File: src/rtl/cc_timer_pkg.sv
package cc_timer_pkg;
  typedef enum logic [1:0] {CNT_STOP = 2'd0, CNT_UP = 2'd1, CNT_CONT = 2'd2, CNT_HALT = 2'd3} cnt_mode_e;
  typedef enum logic [1:0] {SRC_EXT = 2'd0, SRC_INT_A = 2'd1, SRC_INT_B = 2'd2, SRC_NONE = 2'd3} tick_src_e;
  typedef enum logic [1:0] {IN_A = 2'd0, IN_B = 2'd1, IN_LOW = 2'd2, IN_HIGH = 2'd3} cap_in_e;
  typedef enum logic [2:0] {
    OM_LEVEL = 3'd0, OM_SET = 3'd1, OM_TOG_RST = 3'd2, OM_SET_RST = 3'd3,
    OM_TOGGLE = 3'd4, OM_RESET = 3'd5, OM_RSV6 = 3'd6, OM_RSV7 = 3'd7
  } out_mode_e;

  typedef struct packed {
    logic      irq_en;
    logic      out_lvl;
    out_mode_e omode;
    cap_in_e   in_sel;
    logic [1:0] edge_sel;
    logic      cap_en;
  } ch_ctl_t;

  localparam int CH_CTL_W = $bits(ch_ctl_t);
endpackage

File: src/rtl/cc_tick_sel.sv
module cc_tick_sel
  import cc_timer_pkg::*;
(
  input  logic      clk_i,
  input  logic      rst_ni,
  input  tick_src_e sel_i,
  input  logic      ext_i,
  input  logic      int_a_i,
  input  logic      int_b_i,
  output logic      tick_o
);
  logic ext_q;

  always_ff @(posedge clk_i or negedge rst_ni)
    if (!rst_ni) ext_q <= 1'b0;
    else         ext_q <= ext_i;

  always_comb begin
    unique case (sel_i)
      SRC_EXT:   tick_o = ext_i & ~ext_q;
      SRC_INT_A: tick_o = int_a_i;
      SRC_INT_B: tick_o = int_b_i;
      default:   tick_o = 1'b0;
    endcase
  end
endmodule

File: src/rtl/cc_counter.sv
module cc_counter
  import cc_timer_pkg::*;
#(
  parameter int W = 16
) (
  input  logic         clk_i,
  input  logic         rst_ni,
  input  cnt_mode_e    mode_i,
  input  logic         tick_i,
  input  logic         clr_i,
  input  logic [W-1:0] period_i,
  output logic [W-1:0] cnt_o,
  output logic [W-1:0] cnt_nxt_o,
  output logic         adv_o,
  output logic         wrap_o
);
  logic [W-1:0] cnt_q;

  assign adv_o = tick_i & ~clr_i & ((mode_i == CNT_UP) | (mode_i == CNT_CONT));
  assign cnt_o = cnt_q;

  always_comb begin
    cnt_nxt_o = cnt_q;
    wrap_o    = 1'b0;
    if (adv_o) begin
      if (mode_i == CNT_UP && cnt_q >= period_i) begin
        cnt_nxt_o = '0;
        wrap_o    = 1'b1;
      end else begin
        cnt_nxt_o = cnt_q + 1'b1;
        wrap_o    = (mode_i == CNT_CONT) & (&cnt_q);
      end
    end
  end

  always_ff @(posedge clk_i or negedge rst_ni)
    if (!rst_ni)    cnt_q <= '0;
    else if (clr_i) cnt_q <= '0;
    else            cnt_q <= cnt_nxt_o;

  assert_up_wrap_R2: assert property (@(posedge clk_i) disable iff (!rst_ni)
    (adv_o && mode_i == CNT_UP && cnt_q >= period_i) |=> cnt_q == '0);
  assert_stop_hold_R4: assert property (@(posedge clk_i) disable iff (!rst_ni)
    (mode_i == CNT_STOP && !clr_i) |=> $stable(cnt_q));
endmodule

File: src/rtl/cc_channel.sv
module cc_channel
  import cc_timer_pkg::*;
#(
  parameter int W = 16
) (
  input  logic         clk_i,
  input  logic         rst_ni,
  input  logic         cap_en_i,
  input  logic [1:0]   edge_sel_i,
  input  cap_in_e      in_sel_i,
  input  logic         cap_a_i,
  input  logic         cap_b_i,
  input  logic [W-1:0] cnt_i,
  input  logic [W-1:0] cnt_nxt_i,
  input  logic         adv_i,
  input  logic         wr_i,
  input  logic [W-1:0] wdata_i,
  output logic [W-1:0] ccr_o,
  output logic         cap_evt_o,
  output logic         match_o
);
  logic cap_src, cap_q, rise, fall;
  logic [W-1:0] ccr_q;

  always_comb begin
    unique case (in_sel_i)
      IN_A:    cap_src = cap_a_i;
      IN_B:    cap_src = cap_b_i;
      IN_LOW:  cap_src = 1'b0;
      default: cap_src = 1'b1;
    endcase
  end

  always_ff @(posedge clk_i or negedge rst_ni)
    if (!rst_ni) cap_q <= 1'b0;
    else         cap_q <= cap_src;

  assign rise      = cap_src & ~cap_q;
  assign fall      = ~cap_src & cap_q;
  assign cap_evt_o = cap_en_i & ((edge_sel_i[0] & rise) | (edge_sel_i[1] & fall));
  assign match_o   = ~cap_en_i & adv_i & (cnt_nxt_i == ccr_q);
  assign ccr_o     = ccr_q;

  // capture wins over a software write in the same cycle
  always_ff @(posedge clk_i or negedge rst_ni)
    if (!rst_ni)        ccr_q <= '0;
    else if (cap_evt_o) ccr_q <= cnt_i;
    else if (wr_i)      ccr_q <= wdata_i;

  assert_capture_value_R6: assert property (@(posedge clk_i) disable iff (!rst_ni)
    cap_evt_o |=> ccr_q == $past(cnt_i));
endmodule

File: src/rtl/cc_out_unit.sv
module cc_out_unit
  import cc_timer_pkg::*;
(
  input  logic      clk_i,
  input  logic      rst_ni,
  input  out_mode_e omode_i,
  input  logic      lvl_i,
  input  logic      match_i,
  input  logic      wrap_i,
  output logic      out_o
);
  logic out_q, base, nxt;

  always_comb begin
    base = out_q;
    if (wrap_i && (omode_i == OM_SET_RST || omode_i == OM_TOG_RST)) base = 1'b0;
    nxt = base;
    if (omode_i == OM_LEVEL) nxt = lvl_i;
    else if (match_i) begin
      unique case (omode_i)
        OM_SET, OM_SET_RST:    nxt = 1'b1;
        OM_RESET:              nxt = 1'b0;
        OM_TOGGLE, OM_TOG_RST: nxt = ~base;
        default:               nxt = base;
      endcase
    end
  end

  always_ff @(posedge clk_i or negedge rst_ni)
    if (!rst_ni) out_q <= 1'b0;
    else         out_q <= nxt;

  assign out_o = out_q;

  assert_set_on_match_R10: assert property (@(posedge clk_i) disable iff (!rst_ni)
    (match_i && omode_i == OM_SET) |=> out_q);
  assert_clear_on_wrap_R11: assert property (@(posedge clk_i) disable iff (!rst_ni)
    (wrap_i && !match_i && omode_i == OM_SET_RST) |=> !out_q);
endmodule

File: src/rtl/cc_timer.sv
module cc_timer
  import cc_timer_pkg::*;
#(
  parameter int CNT_W  = 16,
  parameter int NUM_CH = 3,
  parameter int ADDR_W = 4
) (
  input  logic              clk_i,
  input  logic              rst_ni,
  input  logic              ext_clk_i,
  input  logic              int_clk_a_i,
  input  logic              int_clk_b_i,
  input  logic [NUM_CH-1:0] cap_a_i,
  input  logic [NUM_CH-1:0] cap_b_i,
  input  logic              wr_en_i,
  input  logic [ADDR_W-1:0] addr_i,
  input  logic [CNT_W-1:0]  wdata_i,
  output logic [CNT_W-1:0]  rdata_o,
  output logic [NUM_CH-2:0] out_o,
  output logic              irq_o
);
  localparam logic [ADDR_W-1:0] A_CTRL  = ADDR_W'(0);
  localparam logic [ADDR_W-1:0] A_CNT   = ADDR_W'(1);
  localparam logic [ADDR_W-1:0] A_FLAGS = ADDR_W'(2);
  localparam int A_CCR  = 4;
  localparam int A_CCTL = 8;
  localparam int FLG_W  = 2 * NUM_CH + 1;

  cnt_mode_e mode_q;
  tick_src_e src_q;
  logic      ovf_ie_q;
  ch_ctl_t   cctl_q [NUM_CH];

  logic wr_ctrl, wr_flags, clr;
  logic [NUM_CH-1:0] wr_ccr, wr_cctl, cap_evt, match, ch_evt, ch_ie;
  logic [NUM_CH-1:0] ch_flag, cov, ch_clr, cov_clr;
  logic ovf_flag, ovf_clr;
  logic tick, adv, wrap;
  logic [CNT_W-1:0] cnt, cnt_nxt;
  logic [CNT_W-1:0] ccr [NUM_CH];

  assign wr_ctrl  = wr_en_i & (addr_i == A_CTRL);
  assign wr_flags = wr_en_i & (addr_i == A_FLAGS);
  assign clr      = wr_ctrl & wdata_i[4];
  assign ovf_clr  = wr_flags & wdata_i[0];
  assign ch_clr   = wr_flags ? wdata_i[NUM_CH:1] : '0;
  assign cov_clr  = wr_flags ? wdata_i[2*NUM_CH:NUM_CH+1] : '0;

  always_comb begin
    for (int i = 0; i < NUM_CH; i++) begin
      wr_ccr[i]  = wr_en_i & (addr_i == ADDR_W'(A_CCR + i));
      wr_cctl[i] = wr_en_i & (addr_i == ADDR_W'(A_CCTL + i));
      ch_ie[i]   = cctl_q[i].irq_en;
    end
  end

  always_ff @(posedge clk_i or negedge rst_ni)
    if (!rst_ni) begin
      mode_q   <= CNT_STOP;
      src_q    <= SRC_EXT;
      ovf_ie_q <= 1'b0;
    end else if (wr_ctrl) begin
      mode_q   <= cnt_mode_e'(wdata_i[1:0]);
      src_q    <= tick_src_e'(wdata_i[3:2]);
      ovf_ie_q <= wdata_i[5];
    end

  always_ff @(posedge clk_i or negedge rst_ni)
    if (!rst_ni) for (int i = 0; i < NUM_CH; i++) cctl_q[i] <= '0;
    else for (int i = 0; i < NUM_CH; i++)
      if (wr_cctl[i]) cctl_q[i] <= ch_ctl_t'(wdata_i[CH_CTL_W-1:0]);

  cc_tick_sel u_tick (
    .clk_i, .rst_ni, .sel_i(src_q), .ext_i(ext_clk_i),
    .int_a_i(int_clk_a_i), .int_b_i(int_clk_b_i), .tick_o(tick)
  );

  cc_counter #(.W(CNT_W)) u_cnt (
    .clk_i, .rst_ni, .mode_i(mode_q), .tick_i(tick), .clr_i(clr),
    .period_i(ccr[0]), .cnt_o(cnt), .cnt_nxt_o(cnt_nxt), .adv_o(adv), .wrap_o(wrap)
  );

  for (genvar g = 0; g < NUM_CH; g++) begin : g_ch
    cc_channel #(.W(CNT_W)) u_ch (
      .clk_i, .rst_ni,
      .cap_en_i(cctl_q[g].cap_en), .edge_sel_i(cctl_q[g].edge_sel), .in_sel_i(cctl_q[g].in_sel),
      .cap_a_i(cap_a_i[g]), .cap_b_i(cap_b_i[g]),
      .cnt_i(cnt), .cnt_nxt_i(cnt_nxt), .adv_i(adv),
      .wr_i(wr_ccr[g]), .wdata_i,
      .ccr_o(ccr[g]), .cap_evt_o(cap_evt[g]), .match_o(match[g])
    );
    assign ch_evt[g] = cap_evt[g] | match[g];

    assert_overrun_R8: assert property (@(posedge clk_i) disable iff (!rst_ni)
      (cap_evt[g] && ch_flag[g]) |=> cov[g]);
  end

  // channel 0 has no pin: output units only for 1..NUM_CH-1
  for (genvar g = 1; g < NUM_CH; g++) begin : g_out
    cc_out_unit u_out (
      .clk_i, .rst_ni, .omode_i(cctl_q[g].omode), .lvl_i(cctl_q[g].out_lvl),
      .match_i(match[g]), .wrap_i(wrap), .out_o(out_o[g-1])
    );
  end

  // set has priority over write-1-clear
  always_ff @(posedge clk_i or negedge rst_ni)
    if (!rst_ni) begin
      ovf_flag <= 1'b0;
      ch_flag  <= '0;
      cov      <= '0;
    end else begin
      ovf_flag <= wrap | (ovf_flag & ~ovf_clr);
      ch_flag  <= ch_evt | (ch_flag & ~ch_clr);
      cov      <= (cap_evt & ch_flag) | (cov & ~cov_clr);
    end

  assign irq_o = (ovf_flag & ovf_ie_q) | (|(ch_flag & ch_ie));

  always_comb begin
    rdata_o = '0;
    if (addr_i == A_CTRL)  rdata_o[5:0] = {ovf_ie_q, 1'b0, src_q, mode_q};
    if (addr_i == A_CNT)   rdata_o = cnt;
    if (addr_i == A_FLAGS) rdata_o[FLG_W-1:0] = {cov, ch_flag, ovf_flag};
    for (int i = 0; i < NUM_CH; i++) begin
      if (addr_i == ADDR_W'(A_CCR + i))  rdata_o = ccr[i];
      if (addr_i == ADDR_W'(A_CCTL + i)) rdata_o[CH_CTL_W-1:0] = cctl_q[i];
    end
  end

  assert_ovf_set_R2: assert property (@(posedge clk_i) disable iff (!rst_ni)
    wrap |=> ovf_flag);
  assert_w1c_R12: assert property (@(posedge clk_i) disable iff (!rst_ni)
    (ovf_clr && !wrap) |=> !ovf_flag);
endmodule

File: config.mk
export PLATFORM = sky130hd
export DESIGN_NAME = cc_timer
export DESIGN_NICKNAME = d
export VERILOG_FILES = /design/src/rtl/cc_timer_pkg.sv /design/src/rtl/cc_tick_sel.sv /design/src/rtl/cc_counter.sv /design/src/rtl/cc_channel.sv /design/src/rtl/cc_out_unit.sv /design/src/rtl/cc_timer.sv
export SDC_FILE = /design/constraint.sdc
export NUM_CORES = 1
export LEC_CHECK = 0
export ABC_AREA = 1
export BUFFER_PORTS_ARGS = -buffer_cell sky130_fd_sc_hd__buf_2
export CAP_MARGIN = 30
export CORE_ASPECT_RATIO = 1.2
export CORE_MARGIN = 10
export CORE_UTILIZATION = 53
export DETAILED_ROUTE_END_ITERATION = 10
export MAX_ROUTING_LAYER = met4
export PLACE_DENSITY = 0.74
export SKIP_CTS_REPAIR_TIMING = 1
export SLEW_MARGIN = 20
export SYNTH_ARGS = -nofsm -noshare
export SYNTH_HDL_FRONTEND = slang
export SYNTH_SLANG_ARGS = --single-unit
File: constraint.sdc
create_clock -name clk_i -period 2.98 [get_ports clk_i]
set_input_delay 0.149 -clock clk_i [delete_from_list [all_inputs] [get_ports clk_i]]
set_output_delay 0.149 -clock clk_i [all_outputs]
set_load 0.005 [all_outputs]
==> results.json <==
{
  "status": "finished clean",
  "gp_congestion": 1.09,
  "drv_slew": 0,
  "rsz0062_at_grt": "false",
  "tightest_slew_ns": 1.00,
  "drtIter0Drc": 974,
  "rr_worst_depth": 20,
  "route.vias.total": 7539,
  "crit_family": "simple AND/OR/NAND/NOR gates",
  "hold_class": "primary input to register",
  "die_w_um": 126,
  "synth_seq_cells": 112,
  "syn_inst": 988,
  "relSlewSlack": 0.327,
  "critical_path.endpoint_type": "register",
  "max_freq_ghz": 0.364,
  "setup_tns_ns": 0,
  "setup_viol": 0,
  "hold_depth": 3,
  "synthFlopType": "dfrtp_1",
  "area_growth_pct": 13.7,
  "wl_per_cell_um": 21.5,
  "root_buffer": "clkbuf_16",
  "num_antenna_cells": 0,
  "die_y_um": 148,
  "synth.area.top_cells": "dfrtp_1 (39%), nand2_1 (13%), nand3_1 (7.1%), inv_1 (6.6%), o221ai_1 (6.5%)",
  "grt_max_degree": 62,
  "synth_area_leader_cell": "dfrtp_1",
  "route.detailed.drc": 0,
  "htreeDepth": 3,
  "crit_chain": "inv_1 > ha_1 > a21oi_2 > nand2_1 > nor2_8 > buf_8 > nand2_1 > nand2_1 > nand2_1 > inv_2 > nand2_2 > nand2_1 > nand2_1 > nor2_2 > nand3_2 > nor2_2 > nand2_1 > nand2_1 > nand3_1 > nand2_1",
  "die-area_mm2": 0.0186,
  "synth_fp_nets": 1039,
  "drive_above_1_share": 0.143,
  "start_util": 0.543,
  "wirelength_mm": 26.4,
  "synthArstFlopShare": 1.00,
  "cts_tree": "yes",
  "crit_cells": 20,
  "p_per_area_mw_per_mm2": 897,
  "synth_most_common_cell": "nand2_1",
  "fillers": 1276,
  "drt_first_pass_iters": 6,
  "skew_ns": 0.00736,
  "cts_buffer_depth": 2,
  "critPathSlowestCell": "dfrtp_1",
  "synth_top_cells_by_count": "nand2_1 (251), inv_1 (127), dfrtp_1 (112)",
  "power.leakage_nw": 4.01,
  "worst_path_most_repeated_cell": "nand2_1",
  "grtUsageTotal": 0.287,
  "crit_arrival_ns": 3.05,
  "utilization": 0.618,
  "yosys.cell_types.count": 36,
  "hpwl_mm": 19.9,
  "ios": 51,
  "final.period_utilization": 0.921,
  "max_stage_delay_ns": 0.38,
  "portBuffers": 50,
  "ys_seq_area_frac": 0.390,
  "clkTransAtPathRegs_ns": 0.08,
  "critPathBufInv": 3,
  "synth_area_mm2": 0.00719,
  "maxCapViolations": 0,
  "grt_pass1_vias": 7321,
  "clk_latency_ns": 0.36,
  "syn_avg_cell_area_um2": 7.28,
  "nNetsFinal": 1109,
  "vias_per_cell": 6.12,
  "hold_viol": 0,
  "grt_pass1_wl_mm": 40.9,
  "yosys.area.top_type_share": 0.390,
  "rows": 46,
  "critPathMaxFanout": 20,
  "antenna_found_initial": 0,
  "cp.required_ns": 3.29,
  "start_kind": "register",
  "synth_edf_count": 0,
  "yosysWarnings": 0,
  "clock_sinks": 112,
  "worstSetupPathType": "register to register",
  "fin_crit_ns": 2.74,
  "core-area_mm2": 0.0132,
  "cts_buffers": 9,
  "grt_overflow": 0,
  "ant_nets": 0,
  "ir_drop_mv": 0.370
}
-- placed cells by master, fill, tap and decap left out, types with 3 or more instances in the layout --
| cell | n |
|---|---|
| dfrtp_1 | 112 |
| clkinv_1 | 3 |
| buf_2 | 49 |
| clkbuf_16 | 9 |
| nand2_2 | 12 |
| o2111ai_1 | 12 |
| o21ai_1 | 6 |
| inv_2 | 11 |
| a2111oi_0 | 6 |
| nand3_2 | 4 |
| nor2_2 | 8 |
| o21ai_0 | 70 |
| nand3_1 | 100 |
| a21oi_1 | 18 |
| nand2_1 | 251 |
| inv_1 | 127 |
| nor3_1 | 5 |
| xor2_1 | 9 |
| nor2_4 | 3 |
| o221ai_1 | 53 |
| ha_1 | 19 |
| buf_4 | 39 |
| o22ai_1 | 6 |
| nand3b_1 | 5 |
| nand4_1 | 16 |
| nor2_1 | 85 |
| o211ai_1 | 3 |
-- sequential cells by signal, indices dropped and copies added, names as in the netlist --
register / cells
src_q: 2
mode_q: 2
g_out.u_out.out_o: 2
cov: 3
u_tick.ext_q: 1
g_ch.u_ch.cap_q: 3
g_ch.u_ch.ccr_o: 48
ovf_flag: 1
ch_flag: 3
ovf_ie_q: 1
u_cnt.cnt_o: 16
cctl_q: 30
-- worst paths after layout --
check / to / slack (ns) / startpoint
max in group asynchronous: cctl_q[2] / 1.75 / rst_ni
setup / recovery: g_out[1].u_out.out_o / 0.24 / mode_q[0]
setup reg to reg: g_out[1].u_out.out_o / 0.24 / mode_q[0]
hold reg to reg: cctl_q[22] / 0.49 / cctl_q[22]
min in group asynchronous: g_ch[0].u_ch.ccr_o[14] / 0.44 / rst_ni
hold / removal: g_ch[2].u_ch.cap_q / 0.03 / cap_a_i[2]
-- routing by layer --
metal / wire length (um) / track usage
met5: 0 / -
met4: 1530 / 0.168
met3: 2300 / 0.0497
met2: 12400 / 0.461
met1: 10200 / 0.330
-- metrics by stage --
step                      area, um^2  std cells  total power [mW]  setup slack (ns)  hold slack, ns
after floorplan                 7190        988              4.76             0.756          -0.147
after global placement          7780       1207              5.90             0.126           0.271
after detailed placement        7780       1207              5.93             0.105           0.282
after CTS                       8080       1223              7.22            0.0886         -0.0953
after global routing            8180       1231              7.85           0.00270          0.0416
final                           8180       1231              7.33             0.236          0.0327
-- where the power goes --
group | switching, mW | total (mW) | internal (mW)
sequential | 0.504 | 2.59 | 2.08
combinational | 2.25 | 3.46 | 1.21
clock | 0.621 | 1.28 | 0.663
total | 3.38 | 7.33 | 3.96
-- logic make-up (layout without fill, tap and decap cells) --
group                    Yosys count  in the layout  share of synthesized area
flip-flops                       112            112                      0.390
AO/OA/AOI/OAI                    179            179                      0.166
adder cells (fa/ha/maj)           19             19                     0.0331
XOR/XNOR                           9              9                     0.0110
AND/OR/NAND/NOR                  494            494                      0.304
buffers and inverters            175            250                     0.0964
-- cell type report --
cell class / instances / area [um^2] / share of cell area
Clock buffer: 9 / 225 / 0.0275
Clock inverter: 7 / 76.3 / 0.00934
Inverter: 141 / 529 / 0.0647
Multi-Input combinational cell: 701 / 3720 / 0.455
Sequential cell: 112 / 2800 / 0.343
Tap cell: 168 / 210 / 0.0257
Timing Repair Buffer: 93 / 613 / 0.0750
-- worst register-to-register path, cell delays in order (launching register included) --
cell and delay, ns:
dfrtp_1 0.38, inv_1 0.08, ha_1 0.30, a21oi_2 0.12
nand2_1 0.14, nor2_8 0.20, buf_8 0.19, nand2_1 0.07
nand2_1 0.06, nand2_1 0.06, inv_2 0.07, nand2_2 0.08
nand2_1 0.07, nand2_1 0.06, nor2_2 0.19, nand3_2 0.19
nor2_2 0.15, nand2_1 0.08, nand2_1 0.06, nand3_1 0.08
nand2_1 0.06
(Power assumes the default switching activity.)
